<file path="src/rtl/tws_pkg.sv">
package tws_pkg;
    localparam int CNT_W   = 8;
    localparam int SCAL_W  = 8;
    localparam int SEL_W   = 3;
    localparam int PH_W    = 2;
    localparam int INH_W   = 2;
    localparam int OPT_SRC  = 5;
    localparam int OPT_EDGE = 4;
    localparam int OPT_PSA  = 3;
    localparam int IRQ_EN   = 5;
    localparam int IRQ_FLAG = 2;

    typedef struct packed {
        logic [SCAL_W-1:0] scal;
        logic [CNT_W-1:0]  cnt;
        logic [INH_W-1:0]  inh;
        logic              pend;
        logic              flag;
        logic              ie;
        logic [CNT_W-1:0]  opt;
        logic              wrst;
    } tws_state_t;
endpackage

</file>
<file path="src/rtl/tws_phase.sv">
module tws_phase #(
    parameter int PH_W = 2
) (
    input  logic clk,
    input  logic rst_n,
    output logic instr_tick,
    output logic sample_en
);
    logic [PH_W-1:0] ph_d, ph_q;

    always_comb begin
        ph_d = ph_q + 1'b1;
    end

    always_ff @(posedge clk or negedge rst_n) begin
        if (!rst_n) ph_q <= '0;
        else        ph_q <= ph_d;
    end

    assign instr_tick = &ph_q;
    assign sample_en  = ph_q[0];
endmodule

</file>
<file path="src/rtl/tws_pin_sync.sv">
module tws_pin_sync #(
    parameter int STAGES = 2
) (
    input  logic clk,
    input  logic rst_n,
    input  logic pin,
    input  logic fall_sel,
    output logic edge_pulse
);
    logic [STAGES-1:0] sync_d, sync_q;
    logic prev_d, prev_q;
    logic lvl;

    assign lvl = sync_q[STAGES-1];

    always_comb begin
        sync_d = {sync_q[STAGES-2:0], pin};
        prev_d = lvl;
    end

    always_ff @(posedge clk or negedge rst_n) begin
        if (!rst_n) begin
            sync_q <= '0;
            prev_q <= 1'b0;
        end else begin
            sync_q <= sync_d;
            prev_q <= prev_d;
        end
    end

    assign edge_pulse = fall_sel ? (~lvl & prev_q) : (lvl & ~prev_q);

    AST_EDGE_SINGLE: assert property (@(posedge clk) disable iff (!rst_n)
        edge_pulse && $stable(fall_sel) |=> !edge_pulse);
endmodule

</file>
<file path="src/rtl/tws_wdt_base.sv">
module tws_wdt_base #(
    parameter int W = 8
) (
    input  logic clk,
    input  logic rst_n,
    input  logic instr_tick,
    input  logic clear,
    output logic tick
);
    logic [W-1:0] base_d, base_q;

    always_comb begin
        base_d = base_q;
        if (clear)           base_d = '0;
        else if (instr_tick) base_d = base_q + 1'b1;
    end

    always_ff @(posedge clk or negedge rst_n) begin
        if (!rst_n) base_q <= '0;
        else        base_q <= base_d;
    end

    assign tick = instr_tick & (&base_q) & ~clear;

    AST_TICK_AFTER_WRAP: assert property (@(posedge clk) disable iff (!rst_n)
        tick |=> !tick);
endmodule

</file>
<file path="src/rtl/tmr_wdt_scaler.sv">
module tmr_wdt_scaler
    import tws_pkg::*;
#(
    parameter int WDT_BASE_W  = 8,
    parameter int SYNC_STAGES = 2
) (
    input  logic             clk,
    input  logic             rst_n,
    input  logic             ext_clk_i,
    input  logic             tmr_we,
    input  logic [CNT_W-1:0] tmr_wdata,
    input  logic             opt_we,
    input  logic [CNT_W-1:0] opt_wdata,
    input  logic             irq_we,
    input  logic [CNT_W-1:0] irq_wdata,
    input  logic             wdt_clr,
    output logic [CNT_W-1:0] tmr_count,
    output logic [CNT_W-1:0] opt_rdata,
    output logic [CNT_W-1:0] irq_rdata,
    output logic             tmr_irq,
    output logic             wdt_rst
);
    localparam logic [SCAL_W:0] ONE_W = (SCAL_W+1)'(1);
    localparam logic [SCAL_W:0] TWO_W = (SCAL_W+1)'(2);

    tws_state_t st_d, st_q;
    logic instr_tick, sample_en, ext_edge, wdt_tick;
    logic psa, src_pulse, scaled, inc_raw, inc, to_hit, scal_clr;
    logic [SEL_W-1:0] ratio;
    logic [SCAL_W:0]  pre_mask, post_mask;

    tws_phase #(.PH_W(PH_W)) u_phase (
        .clk(clk), .rst_n(rst_n), .instr_tick(instr_tick), .sample_en(sample_en)
    );

    tws_pin_sync #(.STAGES(SYNC_STAGES)) u_sync (
        .clk(clk), .rst_n(rst_n), .pin(ext_clk_i),
        .fall_sel(st_q.opt[OPT_EDGE]), .edge_pulse(ext_edge)
    );

    tws_wdt_base #(.W(WDT_BASE_W)) u_base (
        .clk(clk), .rst_n(rst_n), .instr_tick(instr_tick),
        .clear(wdt_clr), .tick(wdt_tick)
    );

    always_comb begin
        st_d      = st_q;
        psa       = st_q.opt[OPT_PSA];
        ratio     = st_q.opt[SEL_W-1:0];
        pre_mask  = (TWO_W << ratio) - ONE_W;
        post_mask = (ONE_W << ratio) - ONE_W;
        src_pulse = st_q.opt[OPT_SRC] ? ext_edge : instr_tick;

        // prescaler carry or straight through
        scaled = psa ? src_pulse
                     : src_pulse && ((st_q.scal & pre_mask[SCAL_W-1:0]) == pre_mask[SCAL_W-1:0]);
        // watchdog postscaler hit
        to_hit = wdt_tick && (!psa ||
                 ((st_q.scal & post_mask[SCAL_W-1:0]) == post_mask[SCAL_W-1:0]));

        // resynchronise counting events to phases 1 and 3
        inc_raw = st_q.pend | scaled;
        inc     = sample_en & inc_raw;
        st_d.pend = sample_en ? 1'b0 : inc_raw;

        scal_clr = (tmr_we && !psa) || (wdt_clr && psa) ||
                   (opt_we && (opt_wdata[OPT_PSA] != psa));
        if (scal_clr)                     st_d.scal = '0;
        else if (psa ? wdt_tick : src_pulse) st_d.scal = st_q.scal + 1'b1;

        if (tmr_we) begin
            st_d.cnt  = tmr_wdata;
            st_d.inh  = INH_W'(2);
            st_d.pend = 1'b0;
        end else if (inc) begin
            if (st_q.inh != '0) st_d.inh = st_q.inh - 1'b1;
            else                st_d.cnt = st_q.cnt + 1'b1;
        end

        if (irq_we) begin
            st_d.ie   = irq_wdata[IRQ_EN];
            st_d.flag = irq_wdata[IRQ_FLAG];
        end
        if (!tmr_we && inc && st_q.inh == '0 && (&st_q.cnt)) st_d.flag = 1'b1;

        if (opt_we) st_d.opt = opt_wdata;
        st_d.wrst = to_hit;
    end

    always_ff @(posedge clk or negedge rst_n) begin
        if (!rst_n) begin
            st_q      <= '0;
            st_q.opt  <= '1;
        end else begin
            st_q <= st_d;
        end
    end

    assign tmr_count = st_q.cnt;
    assign opt_rdata = st_q.opt;
    assign irq_rdata = CNT_W'({st_q.ie, 2'b00, st_q.flag, 2'b00});
    assign tmr_irq   = st_q.flag & st_q.ie;
    assign wdt_rst   = st_q.wrst;

    AST_COUNT_STEP: assert property (@(posedge clk) disable iff (!rst_n)
        !tmr_we |=> (tmr_count == $past(tmr_count)) ||
                    (tmr_count == $past(tmr_count) + 1'b1));
    AST_SAMPLE_PHASE: assert property (@(posedge clk) disable iff (!rst_n)
        !tmr_we && !sample_en |=> $stable(tmr_count));
    AST_WRITE_LOAD: assert property (@(posedge clk) disable iff (!rst_n)
        tmr_we |=> tmr_count == $past(tmr_wdata));
    AST_FLAG_STICKY: assert property (@(posedge clk) disable iff (!rst_n)
        st_q.flag && !irq_we |=> st_q.flag);
    AST_FLAG_ON_WRAP: assert property (@(posedge clk) disable iff (!rst_n)
        !tmr_we && tmr_count == 8'hFF |=> (tmr_count == 8'h00) -> irq_rdata[IRQ_FLAG]);
    AST_RST_PULSE: assert property (@(posedge clk) disable iff (!rst_n)
        wdt_rst |=> !wdt_rst);
    AST_CLR_NO_RST: assert property (@(posedge clk) disable iff (!rst_n)
        wdt_clr |=> !wdt_rst);
endmodule

</file>
<file path="config.mk">
export PLATFORM = sky130hd
export DESIGN_NAME = tmr_wdt_scaler
export DESIGN_NICKNAME = d
export VERILOG_FILES = /design/src/rtl/tws_pkg.sv /design/src/rtl/tws_phase.sv /design/src/rtl/tws_pin_sync.sv /design/src/rtl/tws_wdt_base.sv /design/src/rtl/tmr_wdt_scaler.sv
export SDC_FILE = /design/constraint.sdc
export NUM_CORES = 1
export LEC_CHECK = 0
export BUFFER_PORTS_ARGS = -buffer_cell sky130_fd_sc_hd__buf_2
export CAP_MARGIN = 20
export CORE_MARGIN = 4
export CORE_UTILIZATION = 30
export CTS_CLUSTER_DIAMETER = 30
export DETAILED_ROUTE_END_ITERATION = 16
export PLACE_DENSITY_LB_ADDON = 0.08
export SLEW_MARGIN = 20
export SYNTH_ARGS = -nofsm -noshare
export SYNTH_HDL_FRONTEND = slang
export SYNTH_HIERARCHICAL = 1
export SYNTH_SLANG_ARGS = --single-unit
</file>
<file path="constraint.sdc">
create_clock -name clk -period 6.05 [get_ports clk]
set_input_delay 0.9075 -clock clk [delete_from_list [all_inputs] [get_ports clk]]
set_output_delay 0.9075 -clock clk [all_outputs]
set_load 0.05 [all_outputs]
</file>
# == Word-level counts from Yosys, hierarchy flattened ==
# Index checks and enable logic that the tools add are counted.
# totals
regBits,43
input_bits,31
output_inout_bits,26
elab_cells,78
# op_classes
n_addsub,7
eq_ne,4
shifts,2
mux,16
bitwise_logic,12
n_reduce_logical,25
# op_table
cell,n
$mux 8,5
$add 8x1->8 const B,3
$mux 10,2
$and 8x8->8,2
$eq 8x8->1,2
$reduce_and 8->1,2
$sub 8x1->8 const B,2
$reduce_bool 2->1,6
$logic_and 1x1->1,8
$shl 1x3->8 const A,1
$shl 2x3->8 const A,1
$mux 1,7
$and 1x1->1,6
$reduce_and 2->1,3
$mux 2,2
$logic_or 1x1->1,3
$not 1->1,3
$add 2x1->2 const B,1
$logic_not 1->1,2
$logic_not 2->1,1
$ne 2x2->1 const B,1
$sub 2x1->2 const B,1
$ne 1x1->1,1
$or 1x1->1,1

# == Logic depth before layout (Yosys ltp) ==
# Gate-level depths: netlist of the first run.
# logic_depth
depth_word,12
depth_mapped,9
depth_no_buf,8

# == Cells and area by module ==
# Netlist of the first run, hierarchy kept.
# by_module_without_submodules
module,instances,cells_each,area_per_inst_um2,seq_area_each_um2
tmr_wdt_scaler,1,191,1793.0,760.7
tws_wdt_base,1,39,404.1,200.2
tws_pin_sync,1,6,97.6,75.1
tws_phase,1,4,66.3,50.0

# == Least setup slack after synthesis of the first run ==
# No wires, ideal clock.
# synth_timing
path_type,input-to-reg
from,input wdt_clr
to,register st_q[29] (netlist bit)
setup_time_ps,79
arrival_time_ps,2279
required_time_ps,5971
setup_slack_ps,3691
stages,6
n_path_buf,1
path_cell_list,clkbuf_1 > nor4_1 > mux2_2 > nand4_1 > or3_1 > a21oi_1
# synth_via
elab_chain_len,4
elab_cells_between_ends,8
classes_between,2 x mux; 2 x bitwise; 4 x reduce/logical
# synth_rtl
item,line_no,source
from (decl),tmr_wdt_scaler.sv:16,"input logic wdt_clr,"
$not 1->1,tws_wdt_base.sv:23,assign tick = instr_tick & (&base_q) & ~clear;
$and 1x1->1,tws_wdt_base.sv:23,
via wdt_tick,tmr_wdt_scaler.sv:27,"logic instr_tick, sample_en, ext_edge, wdt_tick;"
$mux 1,tmr_wdt_scaler.sv:69,else if (psa ? wdt_tick : src_pulse) st_d.scal = st_q.scal + 1'b1;
$reduce_bool 2->1 (no line),-,
to (signal assigned),tmr_wdt_scaler.sv:95,st_q <= st_d;
to (decl),tmr_wdt_scaler.sv:26,"tws_state_t st_d, st_q;"
# The timed path passes the listed nets, and every way through them passes these cells.
# A chain may end at the register's enable or synchronous reset.

# == Final worst setup path of the first run ==
# layout_timing
from,register u_phase.ph_q[0]
to,register st_q[29] (netlist bit)
# layout_via
elab_chain_len,5
elab_cells_between_ends,6
classes_between,2 x mux; 2 x bitwise; 2 x reduce/logical
# layout_rtl
item,line_no,source
from (decl),tws_phase.sv:9,"logic [PH_W-1:0] ph_d, ph_q;"
from (signal assigned),tws_phase.sv:17,else ph_q <= ph_d;
$reduce_and 2->1,tws_phase.sv:20,assign instr_tick = &ph_q;
via instr_tick,tmr_wdt_scaler.sv:27,
$and 1x1->1 (2 in series),tws_wdt_base.sv:23,
via wdt_tick,tmr_wdt_scaler.sv:27,
$mux 1,tmr_wdt_scaler.sv:69,
$reduce_bool 2->1 (no line),-,
# The timed path passes the listed nets, and every way through them passes these cells.

==> flow_summary.yaml, run 1 <==
run_status:
  status: "finished clean"
global_routing:
  grt_antenna_before_repair: 0
  groute.usage.overall_pct: 10.9
  grt_first_pass_wirelength_mm: 8.52
  grt-ovfl-total: 0
  grt_start_max_net_pins: 44
  first_global_vias: 1783
power:
  power-per-cell-area_nw_per_um2: 243
  clockPowerShare_pct: 29.1
  total_switching_power_uw: 214
  p_leak_nw: 1.15
  comb_power_share_pct: 20.1
  switching_share_pct: 33.6
  vdd_ir_drop_max_uv: 82.6
  sequentialPowerShare_pct: 50.8
  cellInternalPower_uw: 424
synthesis:
  netlist.area_leader.share_pct: 37.1
  synth_async_sr_flop_share_pct: 100
  number_of_flops_mapped_to_enable_cells_by_yosys: 0
  syn_area_um2: 2360
  postSynth.topFlopCell: "dfrtp_1"
  postSynthRegisterBits: 43
  synth_top_cell_by_area: "dfrtp_1"
  synth.yosys.seq_area_share_pct: 46.0
  post_synth_main_area_contributors: "dfrtp_1, dfstp_2, buf_4, mux2_2, o21ai_0"
  synthesis.area_per_instance_um2: 9.84
  yosysUniqueCellTypes: 45
  postSynthCellCount: 240
  synthesis.yosys.warnings: 6
clock_tree:
  clock_sink_count: 43
  ctsRootBufferMaster: "clkbuf_8"
  cts-htree-levels: 2
  cts.reportedPaths.clkPinSlew_ns: 0.09
  post_cts_buffers: 0
  postCtsResizedCells: 0
  postCtsHoldBufs: 0
  tritoncts: "built"
  cts_inserted_buffers: 5
  clock_insertion_delay_worst_skew_ns: 0.29
  cts-root-to-sink-buffers: 2
floorplan:
  floorplan.initialDensity_pct: 30.7
  placement_rows: 32
  i_o_pin_count: 57
  core_area_um2: 7690
  height_of_the_die_um: 96.7
  floorplan_die_area_um2: 9350
  die_w_um: 96.7
drt:
  drtAntennaViolNets: 0
  post_drt_via_cell_ratio: 4.71
  route.vias.total: 1752
  drt_wl_total_mm: 4.83
  initialDrtViolationCount: 46
  route.detailed.wl_per_inst_um: 13.0
  drc_errors: 0
  drt-pass1-iter-count: 4
critical_path:
  setup_crit_start_kind: "flop"
  worst-endpoint-required_ns: 6.27
  timing.setup.critical_path_class: "flop to flop"
  worstPathMaxFanout: 7
  timing.critical_path.to_type: "flop"
  arrival_ns: 2.76
cells_and_area:
  layout.area.seq_um2: 1090
  layout-area-overhead-vs-synth_pct: 11.2
  multi_input_area_um2: 1060
  fill_cells: 821
  design.final.nets: 305
  post-route-cell-area_um2: 2630
  diodes: 0
  drive_gt1_share_pct: 28.1
  finalNonFillerCells: 372
place:
  portBuffers: 44
  dpl_cell_area_um2: 2540
  post-dp-hpwl_mm: 3.46
  placed_cells: 364
  routabilityCongestion: 0.699
timing:
  final.setup.tns_ns: 0
  timing_worst_slew_pin_value_ns: 0.767
  max_freq_mhz: 394
  finalCritPeriodShare_pct: 42.0
  hold_violations: 0
  slew_violations: 0
  timing.slew.headroom_pct: 48.4
  clock-skew-final_ns: 0.00364
  final_worst_path_period_need_ns: 2.54
  grt_setup_unrepaired: "false"
  setup_viol_count_final: 0
run:
  drv_cap: 0
min_path:
  min_path_type: "flop to flop"
## cell families after synthesis
kind of cell / after synthesis / share of synthesized area [%]
compound gates: 52 / 13.7
xor+xnor: 10 / 3.71
fa+ha+maj: 5 / 2.65
buf+inv: 38 / 10.0
flops: 43 / 46.0
mux: 12 / 5.56
other cells: 1 / 0.159
simple gates: 79 / 18.2
## through the flow
stage / utilization, % / hold WS [ns] / setup WS [ns] / power, mW
2_1_floorplan: - / 0.331 / 3.69 / 0.440
3_3_place_gp: 33.0 / 0.338 / 3.34 / 0.460
3_5_place_dp: 33.0 / 0.352 / 3.36 / 0.461
4_1_cts: 34.1 / 0.374 / 3.52 / 0.653
5_1_grt: 34.1 / 0.378 / 3.30 / 0.679
6_report: 34.1 / 0.365 / 3.51 / 0.638
## power by group through the flow
stage	Clock (mW)	Combinational (mW)	Sequential [mW]
finish	0.185	0.128	0.324
global route	0.209	0.141	0.328
CTS	0.197	0.131	0.325
detailed placement	0	0.131	0.330
global placement	0	0.130	0.330
floorplan	0	0.116	0.325
## final timing paths
kind | startpoint | slack, ns | to | depth (start not counted)
setup / recovery | u_phase/ph_q[0] | 3.51 | st_q[29] | 7
hold / removal | u_sync/sync_q[0] | 0.36 | u_sync/sync_q[1] | 0
min in group asynchronous | rst_n | 0.69 | u_base/base_q[4] | 2
max in group asynchronous | rst_n | 4.99 | opt_rdata[0] | 2
setup reg to reg | u_phase/ph_q[0] | 3.51 | st_q[29] | 7
hold reg to reg | u_sync/sync_q[0] | 0.36 | u_sync/sync_q[1] | 0
## state kept, by name, indices dropped and copies added, names as in the netlist
signal         flops
wdt_rst            1
u_base/base_q      8
u_phase/ph_q       2
st_q              11
opt_rdata          8
irq_rdata          2
u_sync/sync_q      2
u_sync/prev_q      1
tmr_count          8
## final cells by class
| type | count | area share (%) |
|---|---|---|
| clock buffers | 5 | 2.62 |
| clock inverters | 3 | 0.763 |
| inverters | 10 | 1.43 |
| multi-input cells | 164 | 40.3 |
| flip-flops and latches | 43 | 41.4 |
| well taps | 102 | 4.86 |
| repair buffers | 45 | 8.67 |
## cell usage in the layout, fill, tap and decap left out, types with 5 or more instances in the layout
master | netlist | routed
dfstp_2 | 8 | 8
o21ai_0 | 16 | 16
clkbuf_8 | 0 | 5
nor2_1 | 19 | 19
buf_2 | 0 | 44
or3_1 | 7 | 7
ha_1 | 5 | 5
inv_1 | 9 | 9
nand2b_1 | 5 | 5
a21oi_1 | 13 | 13
nand4_1 | 8 | 8
nand2_1 | 18 | 18
nand3_1 | 6 | 6
xor2_1 | 7 | 7
dfrtp_1 | 35 | 35
mux2_2 | 9 | 9
conb_1 | 1 | 6
## worst max-delay path: stages (launching register included)
cell and delay [ns]:
dfrtp_1 0.45, ha_1 0.38, nand3_1 0.17, nor4_1 0.38, mux2_2 0.33, nand4_1 0.22, or3_1 0.39, a21oi_1 0.14
## metal layers
layer  vias up  wire [um]  global-route usage (%)
met5         -          0                       0
met2        46       2250                    17.2
met3         7        303                    3.17
met4         0         64                    3.24
met1       824       2220                    14.6
li1        875          -                       -
## cells in the mapped netlist, types with 2 or more instances
master    instances
buf_4            25
ha_1              5
a211o_1           2
nor4_1            2
xor2_1            7
nor2b_1           2
o21ai_0          16
xnor2_1           3
a21oi_1          13
o21ai_1           3
o31a_1            3
nand2_1          18
dfstp_2           8
a31oi_1           2
nand3_1           6
nor2_1           19
clkbuf_1          3
nand4_1           8
a211oi_1          2
and3_1            3
or3_1             7
dfrtp_1          35
mux2_2            9
nand3b_1          2
and2_1            2
nand2b_1          5
o31ai_1           2
mux2i_1           3
inv_1             9
No activity file was read; power rests on OpenSTA's default activity.
==> inputs of run 2 (changes only) <==
==> constraint.sdc (replaced) <==
create_clock -name clk -period 2.15 [get_ports clk]
set_input_delay 0.3225 -clock clk [delete_from_list [all_inputs] [get_ports clk]]
set_output_delay 0.3225 -clock clk [all_outputs]
set_load 0.05 [all_outputs]
==> run 2 against run 1 <==
  * Via count is 8.0% higher
  * Clock-buffer cell count up 1
  * Global-route usage increased by 0.65 points
  * First-iteration DRC count is 41% higher
  * Non-clock buffer count rose by 30
  * Combinational power grew to 3.2 times the previous value
  * Setup slack got worse by 3.4 ns
  * Power grew to 3.1 times the previous value
  * Critical path depth down 1
==> flow_summary.yaml, run 2 (synthesis results as in run 1) <==
run_status:
  status: "finished clean"
power:
  vdd_ir_drop_max_uv: 376
  power-per-cell-area_nw_per_um2: 669
  p_leak_nw: 1.34
timing:
  hold_violations: 0
  setup_viol_count_final: 0
  final_worst_path_period_need_ns: 2.08
  slew_violations: 0
  max_freq_mhz: 480
  finalCritPeriodShare_pct: 96.9
  final.setup.tns_ns: 0
  clock-skew-final_ns: 0.00570
  grt_setup_unrepaired: "true"
cells_and_area:
  most-common-layout-cells: "buf_2, dfrtp_1, buf_4"
  drive_gt1_share_pct: 37.3
  post-route-cell-area_um2: 2970
  largest_reg_flops: 11
  design.final.nets: 335
  layout-area-overhead-vs-synth_pct: 25.7
  diodes: 0
  post-route-util_pct: 38.6
  most_common_cell_after_layout_fill_and_taps_aside: "buf_2"
  top_register: "st_q"
global_routing:
  grt_first_pass_wirelength_mm: 9.12
  grtUsageMet2_pct: 18.2
  groute.usage.overall_pct: 11.6
  gr-usage-met1_pct: 15.6
  grt_start_max_net_pins: 25
  grt.met3_usage_pct: 3.03
  grt-ovfl-total: 0
  first_global_vias: 1904
  grt_antenna_before_repair: 0
  global_route.peak_usage_layer: "met2"
drt:
  drt-pass1-iter-count: 4
  post_drt_via_cell_ratio: 4.71
  drtAntennaViolNets: 0
  drt_wl_total_mm: 5.20
  drc_errors: 0
  initialDrtViolationCount: 65
  route.vias.total: 1893
  route.detailed.wl_per_inst_um: 12.9
critical_path:
  timing.critical_path.buf_inv: 0
  crit_path_max_incr_delay_ns: 0.45
  worst-endpoint-required_ns: 2.37
  worstPathMaxFanout: 5
  arrival_ns: 2.30
  path_delay_family: "simple AND/OR/NAND/NOR gates"
  timing.critical_path.to_type: "flop"
  timing.setup.critical_path_class: "flop to flop"
  critPathSlowestCell: "or4_4"
  setup_crit_start_kind: "flop"
  timing.critical_path.cells: "and2_1, o22ai_1, or3_4, o31a_1, or4_4, o221ai_2"
floorplan:
  height_of_the_die_um: 96.7
  die_w_um: 96.7
  floorplan.initialDensity_pct: 30.7
  floorplan_die_area_um2: 9350
  placement_rows: 32
  i_o_pin_count: 57
  core_area_um2: 7690
place:
  post-dp-hpwl_mm: 3.81
  portBuffers: 44
  routabilityCongestion: 0.728
  dpl_cell_area_um2: 2740
clock_tree:
  ctsRootBufferMaster: "clkbuf_8"
  cts.reportedPaths.clkPinSlew_ns: 0.09
  cts-htree-levels: 2
  tritoncts: "built"
  clock_insertion_delay_worst_skew_ns: 0.30
  cts-root-to-sink-buffers: 2
  clock_sink_count: 43
  cts_inserted_buffers: 5
min_path:
  min_path_type: "input pin to flop"
run:
  drv_cap: 0
## run 2: power breakdown
part / total [mW] / internal, mW / switching, mW
clock network: 0.670 / 0.376 / 0.294
registers: 0.909 / 0.862 / 0.0467
logic: 0.407 / 0.135 / 0.272
## run 2: path summary, 6_finish.rpt
| path | startpoint | to | slack, ns | cells after the start |
|---|---|---|---|---|
| min in group asynchronous | rst_n | u_base/base_q[0] | 0.51 | 2 |
| worst min-delay path | ext_clk_i | u_sync/sync_q[0] | 0.12 | 1 |
| worst max-delay path | st_q[23] | tmr_count[6] | 0.07 | 6 |
| worst min register to register | u_sync/sync_q[0] | u_sync/sync_q[1] | 0.36 | 0 |
| worst max register to register | st_q[23] | tmr_count[6] | 0.07 | 6 |
| max in group asynchronous | rst_n | opt_rdata[3] | 1.06 | 3 |
## run 2: what timing repair did
item	in CTS	in global routing
gates resized for setup	2	12
pin swaps	0	10
setup endpoints to repair	2	8
endpoints found under the hold margin	12	0
setup buffers	0	3
hold buffers	1	0
## run 2: through the flow
stage	total power [mW]	hold slack (ns)	setup WS [ns]	std cells
after floorplan	1.24	0.0269	0.0246	245
after global placement	1.33	0.326	0.0147	390
after detailed placement	1.33	0.323	0.00329	390
after CTS	2.02	0.110	0.0122	399
after global routing	2.09	0.112	-0.0738	402
final	1.99	0.123	0.0675	402
## run 2: cell type report
| cell class | instances | area [um^2] |
|---|---|---|
| Fill cell | 805 | 4720 |
| Multi-Input combinational cell | 164 | 1130 |
| Sequential cell | 43 | 1090 |
| Timing Repair Buffer | 75 | 472 |
| Tap cell | 102 | 128 |
| Clock buffer | 6 | 82.6 |
| Inverter | 10 | 37.5 |
| Clock inverter | 2 | 35.0 |
## run 2: layer usage
metal | vias to the layer above | part of all wire (%)
met3 | 8 | 5.1
met5 | - | 0
li1 | 935 | -
met4 | 0 | 1.4
met2 | 44 | 46
met1 | 906 | 47
## run 2: worst reg2reg max path, stage by stage, from the launching register on
cell,delay [ns]
dfrtp_1,0.40
and2_1,0.17
o22ai_1,0.08
or3_4,0.37
o31a_1,0.37
or4_4,0.45
o221ai_2,0.16
